`src/rtl/uart_rx_pkg.sv`:
```
package uart_rx_pkg;

    typedef enum logic [1:0] {
        PAR_NONE = 2'b00,
        PAR_ZERO = 2'b01,
        PAR_ODD  = 2'b10,
        PAR_EVEN = 2'b11
    } par_mode_e;

    typedef enum logic [2:0] {
        RX_IDLE,
        RX_START,
        RX_DATA,
        RX_NINTH,
        RX_STOP,
        RX_GUARD
    } rx_state_e;

    localparam int STAT_MP = 3;
    localparam int STAT_PE = 2;
    localparam int STAT_FE = 1;
    localparam int STAT_OV = 0;

endpackage

```
`src/rtl/uart_rx_sync.sv`:
```
module uart_rx_sync #(
    parameter int STAGES = 2
) (
    input  logic clk,
    input  logic rst_n,
    input  logic din,
    output logic dout
);

    logic [STAGES-1:0] chain_d, chain_q;

    generate
        if (STAGES == 1) begin : g_single
            always_comb chain_d = din;
        end else begin : g_multi
            always_comb chain_d = {chain_q[STAGES-2:0], din};
        end
    endgenerate

    always_ff @(posedge clk or negedge rst_n) begin
        if (!rst_n) chain_q <= '1;
        else        chain_q <= chain_d;
    end

    assign dout = chain_q[STAGES-1];

endmodule

```
`src/rtl/uart_rx_deser.sv`:
```
module uart_rx_deser
    import uart_rx_pkg::*;
#(
    parameter int DATA_W  = 8,
    parameter int OS_RATE = 16
) (
    input  logic              clk,
    input  logic              rst_n,
    input  logic              enable,
    input  logic              os_tick,
    input  logic              rx_s,
    input  logic              has_ninth,
    input  logic              two_stop,
    output logic              frame_valid,
    output logic [DATA_W-1:0] frame_data,
    output logic              frame_ninth,
    output logic              frame_stop_ok
);

    localparam int CNT_W = $clog2(OS_RATE);
    localparam int IDX_W = (DATA_W > 1) ? $clog2(DATA_W) : 1;
    localparam logic [CNT_W-1:0] MID_CNT  = CNT_W'(OS_RATE / 2 - 1);
    localparam logic [CNT_W-1:0] LAST_CNT = CNT_W'(OS_RATE - 1);
    localparam logic [IDX_W-1:0] LAST_IDX = IDX_W'(DATA_W - 1);

    typedef struct packed {
        rx_state_e         st;
        logic [CNT_W-1:0]  cnt;
        logic [IDX_W-1:0]  idx;
        logic [DATA_W-1:0] sh;
        logic              ninth;
        logic              prev;
        logic              valid;
        logic              stop_ok;
    } deser_t;

    deser_t r_d, r_q;

    always_comb begin
        r_d       = r_q;
        r_d.valid = 1'b0;
        if (!enable) begin
            r_d.st  = RX_IDLE;
            r_d.cnt = '0;
            if (os_tick) r_d.prev = rx_s;
        end else if (os_tick) begin
            r_d.prev = rx_s;
            unique case (r_q.st)
                RX_IDLE: begin
                    if (r_q.prev && !rx_s) begin
                        r_d.st  = RX_START;
                        r_d.cnt = '0;
                    end
                end
                RX_START: begin
                    if (r_q.cnt == MID_CNT) begin
                        r_d.cnt = '0;
                        if (!rx_s) begin
                            r_d.st  = RX_DATA;
                            r_d.idx = '0;
                        end else begin
                            r_d.st = RX_IDLE;
                        end
                    end else begin
                        r_d.cnt = r_q.cnt + 1'b1;
                    end
                end
                RX_DATA: begin
                    if (r_q.cnt == LAST_CNT) begin
                        r_d.cnt = '0;
                        r_d.sh  = {rx_s, r_q.sh[DATA_W-1:1]};
                        if (r_q.idx == LAST_IDX) begin
                            r_d.st = has_ninth ? RX_NINTH : RX_STOP;
                        end else begin
                            r_d.idx = r_q.idx + 1'b1;
                        end
                    end else begin
                        r_d.cnt = r_q.cnt + 1'b1;
                    end
                end
                RX_NINTH: begin
                    if (r_q.cnt == LAST_CNT) begin
                        r_d.cnt   = '0;
                        r_d.ninth = rx_s;
                        r_d.st    = RX_STOP;
                    end else begin
                        r_d.cnt = r_q.cnt + 1'b1;
                    end
                end
                RX_STOP: begin
                    if (r_q.cnt == LAST_CNT) begin
                        r_d.cnt     = '0;
                        r_d.stop_ok = rx_s;
                        r_d.valid   = 1'b1;
                        r_d.st      = two_stop ? RX_GUARD : RX_IDLE;
                    end else begin
                        r_d.cnt = r_q.cnt + 1'b1;
                    end
                end
                RX_GUARD: begin
                    if (r_q.cnt == LAST_CNT) begin
                        r_d.cnt = '0;
                        r_d.st  = RX_IDLE;
                    end else begin
                        r_d.cnt = r_q.cnt + 1'b1;
                    end
                end
                default: r_d.st = RX_IDLE;
            endcase
        end
    end

    always_ff @(posedge clk or negedge rst_n) begin
        if (!rst_n) begin
            r_q         <= '0;
            r_q.st      <= RX_IDLE;
            r_q.prev    <= 1'b1;
            r_q.stop_ok <= 1'b1;
        end else begin
            r_q <= r_d;
        end
    end

    assign frame_valid   = r_q.valid;
    assign frame_data    = r_q.sh;
    assign frame_ninth   = r_q.ninth;
    assign frame_stop_ok = r_q.stop_ok;

    // a frame is reported for a single cycle only
    p_valid_single_r10: assert property (@(posedge clk) disable iff (!rst_n)
        r_q.valid |=> !r_q.valid);

    // a disabled receiver is held idle
    p_disabled_idle_r9: assert property (@(posedge clk) disable iff (!rst_n)
        !enable |=> (r_q.st == RX_IDLE));

    // data reception only begins after a low start sample
    p_start_confirm_r2: assert property (@(posedge clk) disable iff (!rst_n)
        (r_q.st == RX_DATA && $past(r_q.st) == RX_START) |-> !$past(rx_s));

endmodule

```
`src/rtl/uart_rx_regs.sv`:
```
module uart_rx_regs
    import uart_rx_pkg::*;
#(
    parameter int DATA_W = 8
) (
    input  logic              clk,
    input  logic              rst_n,
    input  logic              enable,
    input  logic [1:0]        parity,
    input  logic              mp_mode,
    input  logic              frame_valid,
    input  logic [DATA_W-1:0] frame_data,
    input  logic              frame_ninth,
    input  logic              frame_stop_ok,
    input  logic              rd_en,
    input  logic              rd_addr,
    output logic [DATA_W-1:0] buf_data,
    output logic [7:0]        status,
    output logic              done
);

    typedef struct packed {
        logic [DATA_W-1:0] buffer;
        logic              full;
        logic              mp;
        logic              pe;
        logic              fe;
        logic              ov;
        logic              done;
    } regs_t;

    regs_t g_d, g_q;

    logic      rd_clr;
    logic      overrun;
    logic      parity_bad;
    par_mode_e pmode;

    always_comb begin
        pmode   = par_mode_e'(parity);
        rd_clr  = rd_en && !rd_addr;
        overrun = g_q.full && !rd_clr;
        unique case (pmode)
            PAR_NONE: parity_bad = 1'b0;
            PAR_ZERO: parity_bad = frame_ninth;
            PAR_ODD:  parity_bad = ~(^frame_data ^ frame_ninth);
            PAR_EVEN: parity_bad = ^frame_data ^ frame_ninth;
            default:  parity_bad = 1'b0;
        endcase
    end

    always_comb begin
        g_d      = g_q;
        g_d.done = 1'b0;
        if (rd_clr) g_d.full = 1'b0;
        if (frame_valid) begin
            g_d.done = 1'b1;
            g_d.ov   = overrun;
            g_d.fe   = !frame_stop_ok;
            g_d.pe   = mp_mode ? 1'b0 : parity_bad;
            if (mp_mode) g_d.mp = frame_ninth;
            if (!overrun) begin
                g_d.buffer = frame_data;
                g_d.full   = 1'b1;
            end
        end
        if (!enable) begin
            g_d.mp = 1'b0;
            g_d.pe = 1'b0;
            g_d.fe = 1'b0;
            g_d.ov = 1'b0;
        end
    end

    always_ff @(posedge clk or negedge rst_n) begin
        if (!rst_n) g_q <= '0;
        else        g_q <= g_d;
    end

    always_comb begin
        status          = 8'h00;
        status[STAT_MP] = g_q.mp;
        status[STAT_PE] = g_q.pe;
        status[STAT_FE] = g_q.fe;
        status[STAT_OV] = g_q.ov;
    end

    assign buf_data = g_q.buffer;
    assign done     = g_q.done;

    // a discarded frame never touches the buffer
    p_ovr_keeps_buffer_r6: assert property (@(posedge clk) disable iff (!rst_n)
        (frame_valid && g_q.full && !rd_clr) |=> $stable(g_q.buffer));

    // an accepted frame leaves the buffer full with its data
    p_accept_fills_r7: assert property (@(posedge clk) disable iff (!rst_n)
        (frame_valid && !g_q.full) |=> (g_q.full && g_q.buffer == $past(frame_data)));

    // the marker flag holds while the mode is off
    p_mp_hold_r8: assert property (@(posedge clk) disable iff (!rst_n)
        (enable && !mp_mode) |=> $stable(g_q.mp));

    // disabling clears every flag
    p_disable_clears_r9: assert property (@(posedge clk) disable iff (!rst_n)
        !enable |=> (status[3:0] == 4'h0));

    // completion pulse lasts one cycle
    p_done_pulse_r10: assert property (@(posedge clk) disable iff (!rst_n)
        g_q.done |=> !g_q.done);

endmodule

```
`src/rtl/uart_rx_status.sv`:
```
module uart_rx_status
    import uart_rx_pkg::*;
#(
    parameter int DATA_W      = 8,
    parameter int OS_RATE     = 16,
    parameter int SYNC_STAGES = 2
) (
    input  logic       clk,
    input  logic       rst_n,
    input  logic       rx_serial,
    input  logic       os_tick,
    input  logic       cfg_enable,
    input  logic [1:0] cfg_parity,
    input  logic       cfg_two_stop,
    input  logic       cfg_mp_mode,
    input  logic       rd_en,
    input  logic       rd_addr,
    output logic [7:0] rd_data,
    output logic       rx_done
);

    logic              rx_s;
    logic              has_ninth;
    logic              f_valid;
    logic [DATA_W-1:0] f_data;
    logic              f_ninth;
    logic              f_stop_ok;
    logic [DATA_W-1:0] buf_data;
    logic [7:0]        status;

    assign has_ninth = cfg_mp_mode || (par_mode_e'(cfg_parity) != PAR_NONE);

    uart_rx_sync #(.STAGES(SYNC_STAGES)) u_sync (
        .clk  (clk),
        .rst_n(rst_n),
        .din  (rx_serial),
        .dout (rx_s)
    );

    uart_rx_deser #(.DATA_W(DATA_W), .OS_RATE(OS_RATE)) u_deser (
        .clk          (clk),
        .rst_n        (rst_n),
        .enable       (cfg_enable),
        .os_tick      (os_tick),
        .rx_s         (rx_s),
        .has_ninth    (has_ninth),
        .two_stop     (cfg_two_stop),
        .frame_valid  (f_valid),
        .frame_data   (f_data),
        .frame_ninth  (f_ninth),
        .frame_stop_ok(f_stop_ok)
    );

    uart_rx_regs #(.DATA_W(DATA_W)) u_regs (
        .clk          (clk),
        .rst_n        (rst_n),
        .enable       (cfg_enable),
        .parity       (cfg_parity),
        .mp_mode      (cfg_mp_mode),
        .frame_valid  (f_valid),
        .frame_data   (f_data),
        .frame_ninth  (f_ninth),
        .frame_stop_ok(f_stop_ok),
        .rd_en        (rd_en),
        .rd_addr      (rd_addr),
        .buf_data     (buf_data),
        .status       (status),
        .done         (rx_done)
    );

    always_comb begin
        rd_data = 8'h00;
        if (rd_addr) rd_data = status;
        else         rd_data[DATA_W-1:0] = buf_data;
    end

endmodule

```
`config.mk`:
```
export PLATFORM = sky130hd
export DESIGN_NAME = uart_rx_status
export DESIGN_NICKNAME = d
export VERILOG_FILES = /design/src/rtl/uart_rx_pkg.sv /design/src/rtl/uart_rx_sync.sv /design/src/rtl/uart_rx_deser.sv /design/src/rtl/uart_rx_regs.sv /design/src/rtl/uart_rx_status.sv
export SDC_FILE = /design/constraint.sdc
export NUM_CORES = 1
export LEC_CHECK = 0
export BUFFER_PORTS_ARGS = -buffer_cell sky130_fd_sc_hd__buf_4
export CAP_MARGIN = 10
export CORE_MARGIN = 2
export CORE_UTILIZATION = 40
export DETAILED_ROUTE_END_ITERATION = 8
export GPL_TIMING_DRIVEN = 0
export HOLD_SLACK_MARGIN = 0.15
export RECOVER_POWER = 25
export SETUP_SLACK_MARGIN = 0.1
export SKIP_CTS_REPAIR_TIMING = 1
export SLEW_MARGIN = 20
export SYNTH_ARGS = -nofsm -noshare
export SYNTH_HDL_FRONTEND = slang
export SYNTH_SLANG_ARGS = --single-unit
```
`constraint.sdc`:
```
create_clock -name clk -period 5 [get_ports clk]
set_input_delay 0.25 -clock clk [delete_from_list [all_inputs] [get_ports clk]]
set_output_delay 0.25 -clock clk [all_outputs]
set_load 0.005 [all_outputs]
```
Word-level counts from Yosys, hierarchy flattened
Index checks and enable logic that the tools add are counted.
- register bits: 38
- bits of input ports: 11
- output and inout port bits: 9
- word-level logic and storage cells: 106
- add/sub/neg operators: 2
- equality and inequality tests: 26
- multiplexer cells: 37
- bitwise gates (word level): 3
- reduce and logical (&&, ||, !) cells: 22
- operators with widths (operator ; number):
    3-bit two-way mux ; 11
    22-bit two-way mux ; 1
    3-bit by 2-bit inequality test with 1-bit output, second input constant ; 7
    3-bit one-hot mux with 6 select lines ; 1
    8-bit two-way mux ; 2
    7-bit two-way mux ; 2
    4-bit two-way mux ; 3
    4-bit one-hot mux with 3 select lines ; 1
    4-bit AND reduction ; 3
    11-bit two-way mux ; 1
    3-bit == test, second input constant ; 3
    1-bit two-way mux ; 8
    2-bit two-way mux ; 4
    2-bit by 1-bit inequality test with 1-bit output, second input constant ; 4
    8-bit AND reduction ; 1
    8-bit XOR reduction ; 1
    7-bit AND reduction ; 1
    3-bit by 2-bit == test with 1-bit output, second input constant ; 2
    6-bit two-way mux ; 1
    2-bit inequality test, second input constant ; 3
    3-bit one-hot mux with 2 select lines ; 1
    4-bit by 1-bit adder with 4-bit output, second input constant ; 1
    2-bit == test, second input constant ; 2
    4-bit by 3-bit == test with 1-bit output, second input constant ; 1
    17 further kinds ; 25

Longest topological paths before layout
Gate-level depths: netlist of run 1.
- depth after elaboration: 8
- depth in mapped cells: 8
- gate-level depth less buffers: 7

By module
From an unflattened synthesis of run 1, not the netlist that was laid out.
- cell total of the unflattened synthesis: 204
- area total of the unflattened synthesis: 2274.7 um2
- by module, submodules not included (module ; times used ; cells each ; area each (um2) ; seq. area each (um2)):
    uart_rx_deser ; 1 ; 123 ; 1313.8 ; 553.0
    uart_rx_regs ; 1 ; 69 ; 770.7 ; 350.3
    uart_rx_status ; 1 ; 10 ; 137.6 ; 0.0
    uart_rx_sync ; 1 ; 2 ; 52.6 ; 52.6

Least setup slack after synthesis of run 1
No wires, ideal clock.
- path type: register -> register
- from: register u_deser.r_q[21] in the netlist's numbering
- to: register u_deser.r_q[17] in the netlist's numbering
- setup time: 73 ps
- data arrival time: 1692 ps
- required time: 4927 ps
- setup slack: 3235 ps
- cell stages (with the launch flop): 9
- path buffers: 1
- clock period less this slack: 1765 ps
- cell sequence: dfrtp_1 buf_2 inv_1 ha_1 nor2_1 or2_1 nor4_1 a21oi_1 nor2b_1
- cells in the longest elaborated chain, start to end: 5
- elaborated cells between the ends (all ways): 13
- those cells by class: eq/ne: 7; mux: 3; reduce/logical: 3
- RTL lines (element ; line ; text):
    from (decl) ; uart_rx_deser.sv:37 ; deser_t r_d, r_q;
    from (signal assigned) ; uart_rx_deser.sv:120 ; r_q <= r_d;
    3-bit by 2-bit == test with 1-bit output or 3-bit == test (tied branches) ; uart_rx_deser.sv:48 ; unique case (r_q.st)
    4-bit OR reduction (no source line) ; -- ;
    4-bit one-hot mux with 3 select lines ; uart_rx_deser.sv:48 ;
    22-bit two-way mux ; uart_rx_deser.sv:46 ; end else if (os_tick) begin
    7-bit two-way mux ; uart_rx_deser.sv:42 ; if (!enable) begin
Several ways; a longest one is shown, not always the timed one. The select of a mux whose other input is x is not followed.
A chain may end at the register's enable or synchronous reset.

==> flow_summary.yaml, run 1 <==
run_status:
  outcome: "finished, violations left"
  violations: "capacitance limit, slew limit"
critical_path:
  cp-start-kind: "primary input"
  crit_start: "rst_n"
  cp_num_buf_inv: 2
  ff2ff_path_depth: 8
  critPathKind: "primary input to async pin"
  cp_slowest_stage_delay_ns: 1.42
  cp-end-kind: "async pin"
  r2r_end: "u_deser.r_q[17]"
  cp.required_ns: 5.01
  cp_slowest_cell: "clkbuf_1"
  cp.arrival_ns: 2.22
  cp.depth: 2
  cp-endpoint: "u_regs.status[0]"
  crit_family: "buffers and inverters"
  rrSetupSlack_ns: 2.99
  r2r-start: "u_deser.r_q[21]"
  path_cells: "dlygate4sd3_1 > clkbuf_1"
  cp_max_fo: 38
cells_and_area:
  fin_util_pct: 48.3
  antenna-diode-count: 0
  nets: 222
  final_cells: 275
  drive_gt1_share_pct: 26.4
  syn2layout_area_growth_pct: 16.2
floorplanning:
  start_util_pct: 41.6
  dieArea_mm2: 0.00549
  design.core.area_mm2: 0.00472
  io_pins: 20
  rows: 25
  fp.dieW_um: 74.1
  die_y_um: 74.1
pwr:
  power_leakage_nw: 1.07
  ir_drop_v: 0.000147
  power_per_cell_area_mw_per_mm2: 247
  power_mw: 0.564
clock_network:
  cts_buffers: 5
  htree_levels: 2
  cts.clk_slew.worst_paths_ns: 0.07
  clockRootBuffer: "clkbuf_8"
  cts_sinks: 38
  cts_tree: "built"
  clk_latency_ns: 0.29
  cts_buffer_depth: 2
yosys:
  ys_types: 45
  synth_top_area_share_pct: 43.3
  netlist_area_mm2: 0.00196
  syn-num-nets: 195
  ys_warn_count: 0
  ys_seq_elements: 38
  async_flop_share_pct: 100
  yosysMostFrequentCell: "dfrtp_1"
  yosysSeqAreaShare_pct: 48.7
  synthCells: 180
  yosysTopAreaCell: "dfrtp_1"
  synth_area_per_cell_um2: 10.9
  synth-edff-count: 0
  ys_top_cells_by_count: "dfrtp_1 (34), nand2_1 (18), mux2_2 (16)"
  synthFlopType: "dfrtp_1"
  synthTopCellsByArea: "dfrtp_1 (43%), mux2_2 (9.2%), dfstp_2 (5.4%), mux2_1 (4.6%), nand2_1 (3.4%)"
flow_run:
  drv_cap: 1
detailed_routing:
  vias: 1426
  drt_iter0_markers: 75
  drt_wl_total_um: 3790
  wl_per_cell_um: 13.8
  drc_errors: 0
  postRouteAntennaNets: 0
  viasPerCell: 5.19
  first_pass_iters: 4
placement:
  io_buffer_count: 18
  pre_cts_slack_ns: 3.05
  place_inst: 265
  place.gp.congestion: 0.803
  dpl.hpwl_um: 2750
timing:
  setup_tns_ns: 0
  finClkSkew_ns: 0.0114
  hold_violations: 0
  finalWorstSetupSlack_ns: 2.79
  slew_headroom_pct: -33.2
  tightest_slew_ns: 2.00
  setup_viol: 0
  slew_violations: 39
  post-route-period-util_pct: 44.3
  period_minus_slack_ns: 2.21
  fmax_mhz: 452
  grt_setup_unrepaired: "false"
global_route:
  grt_max_degree: 39
  grt_usage_pct: 15.6
  grt_pass1_vias: 1436
  grt_antenna_before_repair: 0
  grt.overflow.total: 0
  grt_pass1_wl_um: 6440
worst_hold_path:
  hp-class: "primary input to flop"
-- per-layer routing --
metal	vias up	track usage [%]	part of all wire [%]
met5	-	0	0
met4	0	6.46	1.5
met3	6	4.61	3.8
met2	27	25.6	49
met1	700	19.4	46
li1	693	-	-
-- placed cells by master, fill, tap and decap left out, types with 2 or more instances in the layout --
master / count
a21oi_1: 4
mux2_1: 8
xnor2_1: 7
mux2_2: 16
ha_1: 4
nand3b_1: 2
nand2_1: 18
nor4_1: 3
nand3_1: 6
a21o_1: 2
buf_2: 4
inv_1: 6
nor2_1: 8
o21ai_0: 7
dfstp_2: 3
dfrtp_1: 34
dlygate4sd3_1: 2
o21ai_1: 8
buf_4: 16
clkbuf_8: 5
nand2b_1: 3
nor3_1: 2
nor2b_1: 7
clkinv_2: 2
clkbuf_1: 5
-- logic make-up (layout without fill, tap and decap cells) --
family	count (synthesis)	count (layout)	synth area share (%)
adder cells (fa/ha/maj)	4	4	2.55
multiplexers	25	25	14.3
flip-flops	38	38	48.7
XOR/XNOR	9	9	4.40
buffers and inverters	13	41	2.74
AO/OA/AOI/OAI	35	35	12.5
AND/OR/NAND/NOR	56	56	14.9
-- power breakdown --
part / switching (mW) / internal, mW / total [mW] / leakage [nW]
Sequential: 0.00198 / 0.311 / 0.313 / 0.516
Combinational: 0.0301 / 0.0192 / 0.0493 / 0.506
Clock: 0.104 / 0.0966 / 0.201 / 0.0450
-- registers in the layout, summed over array words and instances (netlist names) --
signal and flops:
u_deser.r_q 11, u_deser.frame_data 8, u_regs.buf_data 8, u_regs.status 4, u_sync.chain_q 2, u_deser.frame_ninth 1
u_deser.frame_stop_ok 1, u_deser.frame_valid 1, u_regs.done 1, u_regs.g_q 1
-- per-stage QoR --
step                      area [um^2]  hold WS, ns
after global routing             2280        0.164
after detailed placement         2180        0.250
final                            2280        0.171
after global placement           2180        0.245
after floorplan                  1960      -0.0456
after CTS                        2270      -0.0682
-- layout make-up --
| class | count | area [um^2] |
|---|---|---|
| Fill cell | 438 | 2440 |
| Timing Repair Buffer | 20 | 151 |
| Inverter | 6 | 22.5 |
| Sequential cell | 38 | 956 |
| Buffer | 7 | 31.3 |
| Clock buffer | 6 | 72.6 |
| Clock inverter | 2 | 10.0 |
| Multi-Input combinational cell | 129 | 955 |
| Tap cell | 67 | 83.8 |
-- worst min path at each step --
stage | slack, ns | to | depth (start not counted) | from
2_1_floorplan | -0.05 | u_deser.frame_data[0] | 0 | rst_n
3_3_place_gp | 0.24 | u_deser.r_q[13] | 1 | rst_n
3_5_place_dp | 0.25 | u_deser.r_q[13] | 1 | rst_n
4_1_cts | -0.07 | u_deser.frame_data[7] | 1 | rst_n
5_1_grt | 0.16 | u_regs.status[2] | 2 | cfg_mp_mode
6_report | 0.17 | u_regs.status[2] | 2 | cfg_mp_mode
Note: power is estimated with default switching activity, not from simulation.
==> inputs of run 2 (changes only) <==
- clock period: 5 -> 1.85 ns (I/O delays scaled with it)
==> flow_summary.yaml, run 2 (synthesis gave the netlist of run 1 again) <==
run_status:
  outcome: "finished, final reports clean"
timing:
  setup_viol: 0
  grt_setup_unrepaired: "true"
  fmax_mhz: 587
  holdWs_ns: 0.151
  period_minus_slack_ns: 1.70
  post-route-period-util_pct: 92.2
  slew_violations: 0
  hold_violations: 0
  tightest_slew_ns: 0.923
  setup_tns_ns: 0
  slew_headroom_pct: 38.4
  finClkSkew_ns: 0.00934
detailed_routing:
  wl_per_cell_um: 14.2
  drt_wl_total_um: 4010
  vias: 1477
  viasPerCell: 5.24
  first_pass_iters: 4
  drt_iter0_markers: 44
  postRouteAntennaNets: 0
  drc_errors: 0
cells_and_area:
  syn2layout_area_growth_pct: 24.3
  regArea_um2: 958
  final_cells: 282
  largest_register_ffs: 11
  antenna-diode-count: 0
  fillCellCount: 422
  final_common_cell: "dfrtp_1"
  top_register: "u_deser.r_q"
  final_cell_mix: "dfrtp_1 (32), buf_4 (21), mux2_2 (16), nand2_1 (16)"
  multi_input_area_mm2: 0.00103
  design_area_mm2: 0.00244
  nets: 229
  drive_gt1_share_pct: 34.4
clock_network:
  clk_latency_ns: 0.29
  cts_buffers: 5
  clockRootBuffer: "clkbuf_8"
  cts.clk_slew.worst_paths_ns: 0.08
  cts_sinks: 38
  cts_buffer_depth: 2
  htree_levels: 2
  cts_tree: "built"
critical_path:
  r2r-start: "u_deser.r_q[20]"
  ff2ff_path_depth: 8
  cp-start-kind: "flop"
  cp_max_fo: 8
  cp-end-kind: "flop"
  cp.required_ns: 2.08
  cp.arrival_ns: 1.93
  rrSetupSlack_ns: 0.15
  critPathKind: "flop to flop"
  r2r_end: "u_deser.r_q[17]"
pwr:
  power_per_cell_area_mw_per_mm2: 659
  power_leakage_nw: 1.11
  power_mw: 1.61
  ir_drop_v: 0.000440
worst_hold_path:
  holdPathStages: 4
  hp-class: "primary input to flop"
  hp-start: "rd_en"
  min_to: "u_regs.g_q[5]"
floorplanning:
  io_pins: 20
  die_y_um: 74.1
  dieArea_mm2: 0.00549
  rows: 25
  start_util_pct: 41.6
  design.core.area_mm2: 0.00472
  fp.dieW_um: 74.1
placement:
  dpl.hpwl_um: 2790
  io_buffer_count: 18
  place.gp.congestion: 0.789
  postPlaceCellArea_mm2: 0.00219
  place_inst: 265
flow_run:
  drv_cap: 0
global_route:
  grt_antenna_before_repair: 0
  grt_pass1_wl_um: 6300
  grt_usage_pct: 15.4
  grt.overflow.total: 0
  grt_pass1_vias: 1427
  grt_max_degree: 39
-- run 2: worst max-delay path by stage --
| stage | from | slack [ns] | cells after the start | end |
|---|---|---|---|---|
| finish | u_deser.r_q[20] | 0.15 | 8 | u_deser.r_q[17] |
| global route | u_deser.r_q[20] | 0.07 | 8 | u_deser.r_q[17] |
| CTS | u_deser.r_q[21] | -0.13 | 8 | u_deser.r_q[17] |
| detailed placement | u_deser.r_q[21] | -0.10 | 8 | u_deser.r_q[17] |
| global placement | u_deser.r_q[21] | -0.03 | 8 | u_deser.r_q[17] |
| floorplan | u_deser.r_q[21] | 0.13 | 8 | u_deser.r_q[17] |
-- run 2: per-layer routing --
metal  share of wire, %  vias to the layer above  track usage (%)
met3                3.3                        9             4.74
met1                 45                      736             18.3
met2                 50                       26             26.0
li1                   -                      706                -
met4                1.8                        0             6.26
met5                  0                        -                0
-- run 2: area by class of cell --
class,instances,share of cell area (%)
Sequential cell,38,39.2
Tap cell,67,3.43
Clock buffer,6,3.38
Multi-Input combinational cell,129,42.1
Timing Repair Buffer,27,8.61
Inverter,6,0.922
Clock inverter,2,0.512
Buffer,7,1.79
-- run 2: stage by stage --
step | worst slack (ns) | utilization, %
finish | 0.145 | 51.7
global route | 0.0699 | 51.7
CTS | -0.127 | 48.3
detailed placement | -0.105 | 46.3
global placement | -0.0255 | 46.3
floorplan | 0.125 | -
-- run 2: worst max-delay path, stage by stage (launching register included) --
cell     delay (ns)
dfrtp_1        0.35
buf_6          0.14
inv_1          0.10
ha_4           0.30
nor2_1         0.05
or2_4          0.25
nor4_4         0.26
a21oi_1        0.07
nor2b_1        0.12
-- run 2: power by group --
group	total (mW)	internal (mW)	leakage (nW)	switching, mW
combinational	0.162	0.0697	0.549	0.0927
sequential	0.848	0.842	0.513	0.00566
clock	0.598	0.299	0.0472	0.299
